===== config.mk =====
export PLATFORM = sky130hd
export DESIGN_NAME = prescaled_input_filter
export DESIGN_NICKNAME = d
export VERILOG_FILES = /design/src/rtl/pif_pkg.sv /design/src/rtl/pif_sync.sv /design/src/rtl/pif_prescaler.sv /design/src/rtl/pif_level_filter.sv /design/src/rtl/prescaled_input_filter.sv
export SDC_FILE = /design/constraint.sdc
export NUM_CORES = 1
export LEC_CHECK = 0
export ABC_CLOCK_PERIOD_IN_PS = 3000
export BUFFER_PORTS_ARGS = -buffer_cell sky130_fd_sc_hd__buf_2
export CELL_PAD_IN_SITES_DETAIL_PLACEMENT = 1
export CELL_PAD_IN_SITES_GLOBAL_PLACEMENT = 1
export CORE_ASPECT_RATIO = 0.7
export CORE_MARGIN = 2
export CORE_UTILIZATION = 45
export CTS_BUF_LIST = sky130_fd_sc_hd__clkbuf_4
export DETAILED_ROUTE_END_ITERATION = 16
export PLACE_DENSITY_LB_ADDON = 0.08
export SETUP_SLACK_MARGIN = 0.2
export SLEW_MARGIN = 10
export SYNTH_ARGS = -nofsm -noshare
export SYNTH_HDL_FRONTEND = slang
export SYNTH_SLANG_ARGS = --single-unit

===== constraint.sdc =====
create_clock -name clk -period 3 [get_ports clk]
set_input_delay 0 -clock clk [delete_from_list [all_inputs] [get_ports clk]]
set_output_delay 0 -clock clk [all_outputs]
set_load 0.03 [all_outputs]

===== src/rtl/pif_pkg.sv =====
package pif_pkg;

  // Number of system clocks between sample ticks.
  function automatic int unsigned period_of(input int unsigned code, input bit full_rate);
    int unsigned base;
    base = full_rate ? 32'd1 : 32'd2;
    return base << code;
  endfunction

  // Consecutive agreeing samples required, minus one.
  function automatic logic [1:0] run_limit(input logic three);
    return three ? 2'd2 : 2'd1;
  endfunction

endpackage


===== src/rtl/pif_sync.sv =====
module pif_sync #(
  parameter int STAGES = 2
) (
  input  logic clk,
  input  logic rst_n,
  input  logic d_in,
  output logic q_out
);
  logic [STAGES-1:0] chain_q;

  generate
    genvar gi;
    for (gi = 0; gi < STAGES; gi++) begin : g_stage
      if (gi == 0) begin : g_first
        always_ff @(posedge clk or negedge rst_n) begin
          if (!rst_n) chain_q[0] <= 1'b0;
          else        chain_q[0] <= d_in;
        end
      end else begin : g_next
        always_ff @(posedge clk or negedge rst_n) begin
          if (!rst_n) chain_q[gi] <= 1'b0;
          else        chain_q[gi] <= chain_q[gi-1];
        end
      end
    end
  endgenerate

  assign q_out = chain_q[STAGES-1];


  sync_delay_chk: assert property (@(posedge clk) disable iff (!rst_n)
    chain_q[1] == $past(chain_q[0]));
endmodule


===== src/rtl/pif_prescaler.sv =====
module pif_prescaler #(
  parameter int CODE_W = 3
) (
  input  logic              clk,
  input  logic              rst_n,
  input  logic [CODE_W-1:0] code_in,
  input  logic              full_in,
  output logic              tick
);
  import pif_pkg::*;

  localparam int PER_W = (1 << CODE_W) + 1;

  logic [CODE_W-1:0] code_q;
  logic              full_q;
  logic [PER_W-1:0]  cnt_q;
  logic [PER_W-1:0]  per_w;
  logic              wrap;

  assign per_w = PER_W'(period_of(32'(code_q), full_q));
  assign wrap  = (cnt_q == per_w - 1'b1);
  assign tick  = wrap;

  always_ff @(posedge clk or negedge rst_n) begin
    if (!rst_n) begin
      cnt_q  <= '0;
      code_q <= '0;
      full_q <= 1'b0;
    end else if (wrap) begin
      cnt_q  <= '0;
      code_q <= code_in;
      full_q <= full_in;
    end else begin
      cnt_q  <= cnt_q + 1'b1;
    end
  end


  cnt_in_range_chk: assert property (@(posedge clk) disable iff (!rst_n)
    cnt_q < per_w);

  cfg_hold_chk: assert property (@(posedge clk) disable iff (!rst_n)
    !wrap |=> ($stable(code_q) && $stable(full_q)));

  restart_chk: assert property (@(posedge clk) disable iff (!rst_n)
    wrap |=> cnt_q == '0);
endmodule


===== src/rtl/pif_level_filter.sv =====
module pif_level_filter (
  input  logic clk,
  input  logic rst_n,
  input  logic tick,
  input  logic smp,
  input  logic three,
  output logic lvl,
  output logic rise,
  output logic fall
);
  import pif_pkg::*;

  logic       lvl_q, rise_q, fall_q;
  logic [1:0] run_q;
  logic [1:0] need_m1;
  logic       differ;
  logic       accept;

  assign need_m1 = run_limit(three);
  assign differ  = (smp != lvl_q);
  assign accept  = tick && differ && (run_q >= need_m1);

  always_ff @(posedge clk or negedge rst_n) begin
    if (!rst_n) begin
      lvl_q  <= 1'b0;
      run_q  <= '0;
      rise_q <= 1'b0;
      fall_q <= 1'b0;
    end else begin
      rise_q <= accept && smp;
      fall_q <= accept && !smp;
      if (tick) begin
        if (!differ) begin
          run_q <= '0;
        end else if (accept) begin
          lvl_q <= smp;
          run_q <= '0;
        end else begin
          run_q <= run_q + 1'b1;
        end
      end
    end
  end

  assign lvl  = lvl_q;
  assign rise = rise_q;
  assign fall = fall_q;


  run_bound_chk: assert property (@(posedge clk) disable iff (!rst_n)
    run_q <= 2'd2);

  run_clear_chk: assert property (@(posedge clk) disable iff (!rst_n)
    (tick && !differ) |=> run_q == '0);

  accept_flip_chk: assert property (@(posedge clk) disable iff (!rst_n)
    accept |=> lvl_q != $past(lvl_q));
endmodule


===== src/rtl/prescaled_input_filter.sv =====
module prescaled_input_filter (
  input  logic       clk,
  input  logic       rst_n,
  input  logic       raw_in,
  input  logic [2:0] psc_code,
  input  logic       base_full,
  input  logic       three_smp,
  output logic       lvl_out,
  output logic       rise_pulse,
  output logic       fall_pulse
);
  localparam int CODE_W    = 3;
  localparam int SYNC_STGS = 2;

  logic sync_lvl;
  logic smp_tick;

  pif_sync #(.STAGES(SYNC_STGS)) u_sync (
    .clk   (clk),
    .rst_n (rst_n),
    .d_in  (raw_in),
    .q_out (sync_lvl)
  );

  pif_prescaler #(.CODE_W(CODE_W)) u_psc (
    .clk     (clk),
    .rst_n   (rst_n),
    .code_in (psc_code),
    .full_in (base_full),
    .tick    (smp_tick)
  );

  pif_level_filter u_flt (
    .clk   (clk),
    .rst_n (rst_n),
    .tick  (smp_tick),
    .smp   (sync_lvl),
    .three (three_smp),
    .lvl   (lvl_out),
    .rise  (rise_pulse),
    .fall  (fall_pulse)
  );


  rise_match_chk: assert property (@(posedge clk) disable iff (!rst_n)
    rise_pulse |-> (lvl_out && !$past(lvl_out)));

  fall_match_chk: assert property (@(posedge clk) disable iff (!rst_n)
    fall_pulse |-> (!lvl_out && $past(lvl_out)));

  strobe_excl_chk: assert property (@(posedge clk) disable iff (!rst_n)
    !(rise_pulse && fall_pulse));

  change_on_tick_chk: assert property (@(posedge clk) disable iff (!rst_n)
    (lvl_out != $past(lvl_out)) |-> $past(smp_tick));
endmodule


==> metrics.txt, run 1 <==
Mapped Cells=133; Max-cap violations=0; ANT nets after route=0; vias in the first global route=1,041; Yosys warnings=0; Placed Area=1460 µm²; CORE AREA=2880 µm²; initial antenna violation count=0; synth top area cells=dfrtp_1, xor2_1, ha_1; Worst Tran Pin Value=0.461 ns; Synth Cell Area=1400 µm²; Post-synth top cells=dfrtp_1, nor2_1, xor2_1, inv_1, xnor2_1; top-area cell type share of the netlist area=35.7%; largest area contributor in the netlist=dfrtp_1; vias per cell=5.42; Hold WS=0.157 ns; first-pass GRT wire length=4.97 mm; Lkg Pwr=0.740 nW; skew final=0.00270 ns; Global Route met2 Usage=31.0%; Skew-Pair Late Insertion Delay=0.31 ns; setup violators final=0; Critical-path top delay cell=dfrtp_1; die span in y=50.7 µm; CP Class=reg2reg; drt pass-1 iters=3; area grow syn2layout=14.0%; count of cell types in the netlist=43; number of synthesized flops with an enable pin=0; largest fanout on the critical path=5; dpl hpwl=2.11 mm; grt total ovfl=0; final period utilization=86.9%; Slew Viols, Final=0; outcome=finished clean; CTS tree=done; Peak VDD IR=0.000476 V; Crit path largest cell delay=0.40 ns; fmax=0.384 GHz; FF+latch count, synth=20; register area share after synthesis=35.7%; GRT busiest layer=met2; Mean Syn Cell Area=10.6 µm²; crit path buf inv count=2; DRC errors left=0; RSZ-0062 raised after global routing=false; Non-Filler Instances=188; HP Class=in2async; grt met3 use=4.22%; post-route cell area=1600 µm²; PD cells=1300 nW/µm²; largest net degree at the start of global routing=21; Total GRT Usage=17.9%; io pins=11; NumNets Final=167; Cells after DPL=174; fin crit period=2.61 ns; M1 GR Usage=23.8%; normalized max-slew margin=69.2%; final wirelength=3.07 mm; CP cell instances=inv_1 -> ha_1 -> nor3b_2 -> inv_1 -> ha_1 -> nor3b_1 -> o32ai_2 -> xor2_1 -> nor3b_2 -> and3_4 -> mux2_4; Port Buffer Count=10; wire length per cell=16.3 µm; htree depth=1; CTS max path bufs=2; Syn Nets=147; Iteration-0 DRC Markers=27; share of post-route cells with drive strength above 1=24.3%; Antenna Cells=0; Initial Util=48.7%; root buf cell=clkbuf_4; Clock transition at path regs=0.12 ns; CTS Buf Count=3; Worst setup EP type=register; DIE AREA=3590 µm²; FFs w/ async S/R, synth=100%; Hold Vio Cnt, Final=0; vias after detailed routing=1,019; CP delay by family, top=simple AND/OR/NAND/NOR gates; CP Launch Type=register; Die Wd=70.8 µm; WP data required=3.21 ns; setup_tns=0 ns; Post-synth top flop=dfrtp_1; clock sinks=20; global placement routability congestion=0.749; WP data arrival=2.81 ns; # rows=16; count leader, synth=dfrtp_1
-- what timing repair did --
| item | in CTS | in global routing |
|---|---|---|
| buffers inserted | 0 | 3 |
| hold endpoints to repair | 25 | 0 |
| gates resized for setup | 0 | 1 |
| hold buffers | 6 | 0 |
| endpoints found under the setup margin | 0 | 4 |
-- through the flow --
step / power [W] / util [%] / worst slack (ns)
after floorplan: 0.00155 / - / 0.405
after global placement: 0.00172 / 50.5 / 0.413
after detailed placement: 0.00177 / 50.5 / 0.305
after CTS: 0.00201 / 54.4 / 0.276
after global routing: 0.00225 / 55.5 / 0.213
final: 0.00208 / 55.5 / 0.394
-- cell type report --
class / instances / area (µm²)
Inverter: 8 / 30.0
Sequential cell: 20 / 500
Timing Repair Buffer: 23 / 163
Multi-Input combinational cell: 97 / 810
Tap cell: 36 / 45.0
Clock buffer: 3 / 22.5
Clock inverter: 1 / 30.0
Fill cell: 331 / 1280
-- sequential cells by signal, indices dropped and copies added (netlist names) --
register and flops:
u_psc.code_q 3, u_psc.full_q 1, u_flt.rise 1, u_flt.lvl 1, u_sync.q_out 1, u_flt.run_q 2
u_psc.cnt_q 9, u_sync.chain_q 1, u_flt.fall 1
-- path summary, 6_finish.rpt --
path | startpoint | endpoint | slack, ns | cells after the start
max | u_psc.code_q[0]$_DFFE_PN0N_ | u_psc.code_q[0]$_DFFE_PN0N_ | 0.39 | 11
min in group clk | three_smp | u_flt.run_q[0]$_DFFE_PN0N_ | 0.29 | 6
min | rst_n | u_psc.cnt_q[0]$_DFF_PN0_ | 0.16 | 2
max reg2reg | u_psc.code_q[0]$_DFFE_PN0N_ | u_psc.code_q[0]$_DFFE_PN0N_ | 0.39 | 11
min reg2reg | u_sync.chain_q[0]$_DFF_PN0_ | u_sync.q_out$_DFF_PN0_ | 0.37 | 0
max in group asynchronous | rst_n | u_flt.lvl$_DFFE_PN0P_ | 2.53 | 2
-- worst register-to-register path: stages, from the launching register on --
cell and delay, ns:
dfrtp_1 0.40, inv_1 0.05, ha_1 0.19, nor3b_2 0.17, inv_1 0.07, ha_1 0.26
nor3b_1 0.26, o32ai_2 0.11, xor2_1 0.18, nor3b_2 0.22, and3_4 0.28, mux2_4 0.31
-- report_power, final --
part | switching (W) | internal, W
clock network | 0.0000900 | 0.000135
registers | 0.000121 | 0.000358
logic | 0.000703 | 0.000675
total | 0.000914 | 0.00117
-- layer usage --
metal	vias up	part of all wire (%)
met1	514	49
met5	-	0
met2	7	49
li1	496	-
met4	0	0.13
met3	2	2.0
-- cell usage in the layout, fill, tap and decap left out, drive strengths merged, types with 3 or more instances in the layout --
master / n
nand2: 5
mux2i: 3
clkbuf: 3
nor2: 14
inv: 8
and3: 3
buf: 17
mux2: 5
ha: 6
nand3: 6
nor3b: 7
dfrtp: 20
dlygate4sd3: 6
xor2: 9
nand2b: 5
xnor2: 7
nor2b: 3
-- kinds of logic after synthesis --
logic type               synth area share (%)
buffers and inverters                    7.40
XOR/XNOR                                 13.2
flip-flops                               35.7
adder cells (fa/ha/maj)                  5.35
multiplexers                             8.11
AO/OA/AOI/OAI                            9.18
AND/OR/NAND/NOR                          21.1
Power figures use the tool's default switching activity.
==> inputs of run 2 (changes only) <==
--- a/config.mk
+++ b/config.mk
@@ -12,8 +12,8 @@
 export CORE_ASPECT_RATIO = 0.7
 export CORE_MARGIN = 2
 export CORE_UTILIZATION = 45
-export CTS_BUF_LIST = sky130_fd_sc_hd__clkbuf_4
 export DETAILED_ROUTE_END_ITERATION = 16
+export MAX_ROUTING_LAYER = met4
 export PLACE_DENSITY_LB_ADDON = 0.08
 export SETUP_SLACK_MARGIN = 0.2
 export SLEW_MARGIN = 10
==> metrics.txt, run 2 (same netlist as run 1, synthesis figures left out) <==
ANT nets after route=0; final wirelength=2.95 mm; fillers=330; CP cell instances=ha_1 -> nor3b_2 -> inv_1 -> ha_1 -> inv_1 -> o32ai_2 -> xor2_1 -> nor3b_2 -> and3_4 -> mux2_4; max reg flops=9; Total GRT Usage=18.6%; crit path buf inv count=2; CP Launch Type=register; WP data arrival=2.75 ns; Peak VDD IR=0.000554 V; PD cells=1280 nW/µm²; final period utilization=87.0%; Worst Tran Pin Value=0.460 ns; Lkg Pwr=0.740 nW; DIE AREA=3590 µm²; Max-cap violations=0; largest fanout on the critical path=8; drt pass-1 iters=4; Port Buffer Count=10; CTS tree=done; Initial Util=48.7%; CP Class=reg2reg; wire length per cell=15.9 µm; Total Power=0.00206 W; Die Wd=70.8 µm; largest net degree at the start of global routing=21; WP data required=3.14 ns; Worst setup EP type=register; HP Class=in2async; fin crit period=2.61 ns; skew final=0.00141 ns; outcome=finished clean; Non-Filler Instances=186; vias in the first global route=1,041; io pins=11; reg2reg end=u_psc.code_q[1]$_DFFE_PN0N_; die span in y=50.7 µm; FF-to-FF setup slack=0.39 ns; setup violators final=0; DRC errors left=0; Worst R2R Start=u_psc.full_q$_DFFE_PN0N_; commonest cells after routing, fill and taps aside=dfrtp_1, nor2_1, buf_2; Clock transition at path regs=0.07 ns; fmax=0.383 GHz; NumNets Final=165; CP delay by family, top=simple AND/OR/NAND/NOR gates; vias after detailed routing=995; Crit path largest cell delay=0.40 ns; vias per cell=5.35; most common cell after layout, fill and taps aside=dfrtp_1; normalized max-slew margin=69.3%; RSZ-0062 raised after global routing=false; R2R depth=10; # rows=16; Antenna Cells=0; htree depth=1; area grow syn2layout=14.4%; Slew Viols, Final=0; CTS max path bufs=2; first-pass GRT wire length=4.97 mm; Skew-Pair Late Insertion Delay=0.26 ns; biggest regs=u_psc.cnt_q x9, u_psc.code_q x3, u_flt.run_q x2; largest reg by FF count=u_psc.cnt_q; root buf cell=clkbuf_8; CTS Buf Count=3; Iteration-0 DRC Markers=32; CORE AREA=2880 µm²; share of post-route cells with drive strength above 1=23.3%; initial antenna violation count=0; setup_tns=0 ns; CP Launch Point=u_psc.full_q$_DFFE_PN0N_; Hold Vio Cnt, Final=0; clock sinks=20; global placement routability congestion=0.759; Critical-path top delay cell=dfrtp_1; grt total ovfl=0; dpl hpwl=2.11 mm; Cells after DPL=174
[run 2: stage by stage]
stage / util [%] / hold slack [ns] / setup WS [ns] / area, µm²
after floorplan: - / -0.296 / 0.405 / 1400
after global placement: 50.5 / -0.0318 / 0.413 / 1460
after detailed placement: 50.5 / -0.0232 / 0.305 / 1460
after CTS: 55.0 / 0.224 / 0.287 / 1590
after global routing: 55.7 / 0.240 / 0.215 / 1610
final: 55.7 / 0.218 / 0.391 / 1610
[run 2: worst max path at each step]
| stage | to | slack, ns | cells past startpoint |
|---|---|---|---|
| CTS | u_psc.code_q[0]$_DFFE_PN0N_ | 0.29 | 11 |
| detailed placement | u_psc.code_q[0]$_DFFE_PN0N_ | 0.31 | 11 |
| global placement | u_psc.full_q$_DFFE_PN0N_ | 0.41 | 11 |
| global route | u_psc.full_q$_DFFE_PN0N_ | 0.21 | 11 |
| finish | u_psc.code_q[1]$_DFFE_PN0N_ | 0.39 | 10 |
| floorplan | u_psc.code_q[0]$_DFFE_PN0N_ | 0.40 | 13 |
[run 2: cell type report]
class / count / area (µm²) / share of cell area (%)
clock inverter: 1 / 30.0 / 1.87
multi-input combinational: 96 / 805 / 50.1
clock buffer: 3 / 41.3 / 2.57
tap: 36 / 45.0 / 2.80
timing repair buffer: 22 / 155 / 9.66
inverter: 8 / 30.0 / 1.87
sequential: 20 / 500 / 31.2
[run 2: power breakdown]
group | switching [W] | internal [W]
Sequential | 0.000122 | 0.000359
Clock | 0.0000899 | 0.000178
Combinational | 0.000657 | 0.000654
[run 2: routing by layer]
layer,global-route usage (%),share of wire (%),wire length (µm)
met1,24.1,51,1500
met4,2.20,0.71,21
met2,30.5,46,1350
met3,4.82,2.3,69
met5,-,0,0
[run 2: timing repair]
action | 4_1_cts | 5_1_grt
hold buffers | 6 | 0
setup endpoints to repair | 0 | 4
gates resized for setup | 0 | 1
setup buffers | 0 | 2
endpoints found under the hold margin | 25 | 0
